[src/rtl/pcm_slot_tx_pkg.sv]
package pcm_slot_tx_pkg;

    localparam int COMP_W = 8;
    localparam int LIN_W  = 16;
    localparam int LEN_W  = $clog2(LIN_W + 1);

    typedef enum logic {
        FMT_COMP = 1'b0,
        FMT_LIN  = 1'b1
    } fmt_e;

    typedef struct packed {
        logic [LIN_W-1:0] word;
        fmt_e             fmt;
        logic             adj;
    } slot_ctx_t;

    // Number of bit periods the slot lasts for a given format
    function automatic logic [LEN_W-1:0] slot_len(input fmt_e f);
        return (f == FMT_LIN) ? LEN_W'(LIN_W) : LEN_W'(COMP_W);
    endfunction

    // Left-align the word so the first bit to send sits in the top position
    function automatic logic [LIN_W-1:0] align_word(input logic [LIN_W-1:0] w, input fmt_e f);
        return (f == FMT_LIN) ? w : {w[COMP_W-1:0], {(LIN_W-COMP_W){1'b0}}};
    endfunction

endpackage

[src/rtl/pcm_bclk_edge.sv]
module pcm_bclk_edge (
    input  logic clk,
    input  logic rst,
    input  logic bclk,
    input  logic fsync,
    output logic bit_rise,
    output logic bit_fall,
    output logic frame_mark
);
    logic bclk_q;
    logic fs_q;

    assign bit_rise   = bclk & ~bclk_q;
    assign bit_fall   = ~bclk & bclk_q;
    assign frame_mark = bit_rise & fsync & ~fs_q;

    always_ff @(posedge clk) begin
        if (rst) begin
            bclk_q <= 1'b0;
            fs_q   <= 1'b0;
        end else begin
            bclk_q <= bclk;
            if (bit_rise) begin
                fs_q <= fsync;
            end
        end
    end
endmodule

[src/rtl/pcm_frame_pos.sv]
module pcm_frame_pos #(
    parameter int CNT_W = 8
) (
    input  logic             clk,
    input  logic             rst,
    input  logic             bit_rise,
    input  logic             frame_mark,
    input  logic [CNT_W-1:0] slot_start,
    output logic             launch
);
    logic [CNT_W-1:0] pos;
    logic [CNT_W-1:0] pos_nx;
    logic             synced;
    logic             at_max;

    always_comb begin
        at_max = &pos;
        pos_nx = pos + 1'b1;
        if (!bit_rise) begin
            launch = 1'b0;
        end else if (frame_mark) begin
            launch = (slot_start == '0);
        end else begin
            launch = synced && !at_max && (pos_nx == slot_start);
        end
    end

    // Position saturates so a long frame never launches a second slot
    always_ff @(posedge clk) begin
        if (rst) begin
            pos    <= '0;
            synced <= 1'b0;
        end else if (bit_rise) begin
            if (frame_mark) begin
                pos    <= '0;
                synced <= 1'b1;
            end else if (!at_max) begin
                pos <= pos_nx;
            end
        end
    end
endmodule

[src/rtl/pcm_slot_shift.sv]
module pcm_slot_shift
    import pcm_slot_tx_pkg::*;
(
    input  logic      clk,
    input  logic      rst,
    input  logic      bit_rise,
    input  logic      bit_fall,
    input  logic      launch,
    input  logic      tx_en,
    input  slot_ctx_t ctx,
    output logic      dx,
    output logic      dx_oe,
    output logic      tsc,
    output logic      tsc_oe
);
    logic [LIN_W-1:0] shreg;
    logic [LEN_W-1:0] rem;
    logic             active;
    logic             adj_q;
    logic             en_q;
    logic             oe_q;

    always_ff @(posedge clk) begin
        if (rst) begin
            shreg  <= '0;
            rem    <= '0;
            active <= 1'b0;
            adj_q  <= 1'b0;
            en_q   <= 1'b0;
            oe_q   <= 1'b0;
        end else if (bit_rise) begin
            en_q <= tx_en;
            if (!tx_en) begin
                active <= 1'b0;
                oe_q   <= 1'b0;
                rem    <= '0;
            end else if (launch) begin
                shreg  <= align_word(ctx.word, ctx.fmt);
                rem    <= slot_len(ctx.fmt);
                adj_q  <= ctx.adj;
                active <= 1'b1;
                oe_q   <= 1'b1;
            end else if (active && rem > LEN_W'(1)) begin
                shreg <= shreg << 1;
                rem   <= rem - 1'b1;
                oe_q  <= 1'b1;
            end else begin
                active <= 1'b0;
                oe_q   <= 1'b0;
                rem    <= '0;
            end
        end else if (bit_fall && active && adj_q && rem == LEN_W'(1)) begin
            oe_q <= 1'b0;
        end
    end

    assign dx     = shreg[LIN_W-1];
    assign dx_oe  = oe_q;
    assign tsc    = active;
    assign tsc_oe = en_q;
endmodule

[src/rtl/pcm_slot_tx.sv]
module pcm_slot_tx
    import pcm_slot_tx_pkg::*;
#(
    parameter int CNT_W = 8
) (
    input  logic             clk,
    input  logic             rst,
    input  logic             bclk,
    input  logic             fsync,
    input  logic [LIN_W-1:0] sample_in,
    input  logic [CNT_W-1:0] slot_start,
    input  logic             tx_en,
    input  logic             lin_mode,
    input  logic             adj_mode,
    input  logic             law_sel,
    output logic             dx,
    output logic             dx_oe,
    output logic             tsc,
    output logic             tsc_oe,
    output logic             law_flag
);
    logic             bit_rise;
    logic             bit_fall;
    logic             frame_mark;
    logic             launch;
    logic [LIN_W-1:0] smp_q;
    logic             law_q;
    slot_ctx_t        ctx;

    pcm_bclk_edge u_edge (
        .clk        (clk),
        .rst        (rst),
        .bclk       (bclk),
        .fsync      (fsync),
        .bit_rise   (bit_rise),
        .bit_fall   (bit_fall),
        .frame_mark (frame_mark)
    );

    pcm_frame_pos #(.CNT_W(CNT_W)) u_pos (
        .clk        (clk),
        .rst        (rst),
        .bit_rise   (bit_rise),
        .frame_mark (frame_mark),
        .slot_start (slot_start),
        .launch     (launch)
    );

    // Sample and law label are held from one frame sync to the next
    always_ff @(posedge clk) begin
        if (rst) begin
            smp_q <= '0;
            law_q <= 1'b0;
        end else if (frame_mark) begin
            smp_q <= sample_in;
            law_q <= law_sel;
        end
    end

    always_comb begin
        ctx.word = frame_mark ? sample_in : smp_q;
        ctx.fmt  = fmt_e'(lin_mode);
        ctx.adj  = adj_mode;
    end

    pcm_slot_shift u_shift (
        .clk      (clk),
        .rst      (rst),
        .bit_rise (bit_rise),
        .bit_fall (bit_fall),
        .launch   (launch),
        .tx_en    (tx_en),
        .ctx      (ctx),
        .dx       (dx),
        .dx_oe    (dx_oe),
        .tsc      (tsc),
        .tsc_oe   (tsc_oe)
    );

    assign law_flag = law_q;
endmodule

[config.mk]
export PLATFORM = sky130hd
export DESIGN_NAME = pcm_slot_tx
export DESIGN_NICKNAME = d
export VERILOG_FILES = /design/src/rtl/pcm_slot_tx_pkg.sv /design/src/rtl/pcm_bclk_edge.sv /design/src/rtl/pcm_frame_pos.sv /design/src/rtl/pcm_slot_shift.sv /design/src/rtl/pcm_slot_tx.sv
export SDC_FILE = /design/constraint.sdc
export NUM_CORES = 1
export LEC_CHECK = 0
export CAP_MARGIN = 15
export CORE_ASPECT_RATIO = 0.5
export CORE_MARGIN = 2
export CORE_UTILIZATION = 27
export DETAILED_ROUTE_END_ITERATION = 8
export GPL_ROUTABILITY_DRIVEN = 0
export PLACE_DENSITY = 0.57
export SETUP_SLACK_MARGIN = 0.4
export SYNTH_ARGS = -nofsm -noshare
export SYNTH_HDL_FRONTEND = slang
export SYNTH_SLANG_ARGS = --single-unit
[constraint.sdc]
create_clock -name clk -period 2.44 [get_ports clk]
set_input_delay 0.488 -clock clk [delete_from_list [all_inputs] [get_ports clk]]
set_output_delay 0.488 -clock clk [all_outputs]
set_load 0.02 [all_outputs]
==> results_dict.tcl <==
set metrics [dict create \
    cts_buffers 5 \
    leakagePower_nw 1.60 \
    drt_iter0_drc 102 \
    wirelength_um 7850 \
    post-dp-hpwl_um 4860 \
    syn_to_final_growth_pct 56.9 \
    setup-tns-final_ps 0 \
    n_antenna_cell 0 \
    min_from "bclk" \
    synth_cell_types 41 \
    drive_above_1_share 0.411 \
    core_um2 9670 \
    grt_max_degree 24 \
    cp_num_cells 9 \
    worstReg2RegStart "u_pos.pos[1]" \
    drc_errors 0 \
    drt-wirelength-per-cell_um 14.3 \
    setup_violations 0 \
    yosysWarnings 0 \
    dieHeight_um 75.4 \
    h-tree-depth 2 \
    status "finished clean" \
    post-route-util 0.447 \
    worstMarginPinSlew_ps 534 \
    avgSynthCellArea_um2 8.73 \
    ant_nets 0 \
    cp.required_ps 2670 \
    cts_tree "done" \
    fin_skew_ps 4.26 \
    path_class "register to register" \
    synth_seq_area_share 0.386 \
    slew_viol_final 0 \
    fin_crit_sh 0.945 \
    final_common_cell "nor2_1" \
    syn_area_um2 2750 \
    start_util 0.285 \
    ys_seq_elements 53 \
    cp_slowest_cell "or4_4" \
    cts.path.max_buffers 2 \
    grtUsageTotal 0.142 \
    grt_pass1_wl_um 12400 \
    worstSkewPairLatency_ps 300 \
    dr.pass1.iters 4 \
    start_kind "register" \
    io_pins 37 \
    crit_family "simple AND/OR/NAND/NOR gates" \
    row_count 25 \
    whs_endpoint "u_edge.bclk_q" \
    most-common-layout-cells "nor2_1, buf_4, dfxtp_1, clkdlybuf4s50_1, nand2_1" \
    grt_pass1_vias 2535 \
    vias_per_cell 4.72 \
    antenna_found_initial 0 \
    place.port_buffers 36 \
    die-area_um2 11100 \
    die_width_um 147 \
    max_cap_violations 0 \
    slowest_delay_ps 410 \
    holdPathStages 2 \
    final-hold-violation-count 0 \
    fin_crit_ps 2310 \
    dr_total_vias 2589 \
    crit_path_end_kind "register" \
    worstPathMaxFanout 4 \
    holdBufCountCts 0 \
    rrSetupSlack_ps 130 \
    crit_chain "ha_4, xor2_1, nor3_1, and3_4, o2111ai_4, and2_4, buf_6, or4_4, a211oi_2" \
    cp.arrival_ps 2530 \
    clock_sinks 53 \
    root_buffer "clkbuf_16" \
    critPathBufInv 1 \
    slew_headroom 0.640 \
    syn_inst 315 \
    layout.nets 448 \
    pwr_density_cell_nw_per_um2 442 \
    overflow 0 \
    rr_endpoint "u_shift.shreg[1]" \
    vdd_drop_max_v 0.000239 \
    ff2ff_path_depth 9 \
    fill_cells 911 \
    clkSlewWorstSetupHoldPaths_ps 70 \
    timing.fmax_mhz 434 \
    synth_nets 350 \
    hold_class "primary input to register" \
    rsz0062_at_grt "true" \
]
-- how the worst max path moves through the flow --
stage                             end     startpoint  slack [ps]
CTS                 u_shift.shreg[14]   u_pos.pos[1]         180
global placement    u_shift.shreg[10]  slot_start[1]        -430
finish               u_shift.shreg[1]   u_pos.pos[1]         130
global route         u_shift.shreg[2]   u_pos.pos[1]          40
detailed placement  u_shift.shreg[14]  slot_start[1]        -460
floorplan            u_shift.shreg[2]  slot_start[0]         120
-- power breakdown --
| group | switching (mW) | internal, mW |
|---|---|---|
| clock | 0.349 | 0.383 |
| sequential | 0.00997 | 0.880 |
| combinational | 0.135 | 0.153 |
| total | 0.494 | 1.42 |
-- what timing repair did --
item,4_1_cts,5_1_grt
setup endpoints to repair,24,26
cloned,2,0
pin swaps,28,23
resized for setup,87,40
setup buffers,22,9
-- worst reg2reg max path, delay by kind of cell (launching register included) --
family | cells | cell delay, ps
flops | 1 | 340
fa+ha+maj | 1 | 240
simple gates | 4 | 1060
buf+inv | 1 | 130
xor+xnor | 1 | 140
compound gates | 2 | 320
-- layer usage --
| metal | routed length [um] | GRT usage | share of wire | vias up |
|---|---|---|---|---|
| met1 | 3820 | 0.181 | 0.49 | 1240 |
| met5 | 0 | 0 | 0 | - |
| li1 | - | - | - | 1308 |
| met2 | 3640 | 0.246 | 0.46 | 31 |
| met3 | 278 | 0.0335 | 0.035 | 10 |
| met4 | 108 | 0.0442 | 0.014 | 0 |
-- cell type report --
| type | instances | area [um^2] | area share |
|---|---|---|---|
| multi-input combinational | 241 | 1920 | 0.445 |
| sequential | 53 | 1080 | 0.250 |
| timing repair buffer | 108 | 985 | 0.228 |
| tap | 135 | 169 | 0.0391 |
| clock buffer | 5 | 125 | 0.0290 |
| clock inverter | 3 | 21.3 | 0.00493 |
| inverter | 4 | 15.0 | 0.00348 |
-- sequential cells by signal (all words and copies together), names as in the netlist, 5 cells and up --
signal,count
smp_q,16
u_pos.pos,8
u_shift.rem,5
u_shift.shreg,16
-- cell usage after synthesis --
master     number  area [um^2]
xnor2_1         9         78.8
xnor2_2         1         16.3
nor3b_1         1         7.51
a21oi_1        12         60.1
mux2i_1        19          190
and3_1          1         6.26
o32ai_1         1         8.76
or4_1          11         82.6
clkbuf_1       13         48.8
buf_2           5         25.0
nand3b_1        4         30.0
nor2_2          1         6.26
and2_1          3         18.8
nand2_1        21         78.8
and4b_1         1         10.0
nor3_1          6         30.0
a211oi_1        8         60.1
nand2b_1        3         18.8
o31ai_2         1         12.5
nor2_1         62          233
or3_1           3         18.8
o31ai_1         1         7.51
nor4bb_1        1         10.0
o2111ai_2       1         15.0
or2_2           1         6.26
nand3_1         5         25.0
a211oi_2        7         87.6
a31oi_2         1         12.5
nand4_1         6         37.5
a211o_1         1         8.76
o21a_1          7         52.6
nand4b_1        1         8.76
o21ai_0         7         35.0
ha_1            3         37.5
mux2_2         16          180
a31oi_1         3         18.8
nor2b_1         2         12.5
inv_1           3         11.3
dfxtp_1        53         1060
clkinv_1        1         3.75
xor2_1          9         78.8
-- per-stage QoR --
stage               std cells  setup slack, ps  hold WS [ps]  total power, mW  area, um^2
detailed placement        508             -463           449             1.15        3550
finish                    549              133           453             1.91        4320
CTS                       540              177           460             1.91        4090
floorplan                 315              123           432             1.02        2780
global placement          508             -428           448             1.15        3550
global route              549             35.9           463             1.99        4320
-- kinds of logic after synthesis --
| group | share of synthesized area |
|---|---|
| and+or+nand+nor | 0.233 |
| adders and majority gates | 0.0136 |
| AOI/OAI and AO/OA | 0.138 |
| DFF | 0.386 |
| buffers and inverters | 0.0323 |
| muxes | 0.135 |
| xor gates and xnor gates | 0.0632 |
Note: power is estimated with default switching activity, not from simulation.
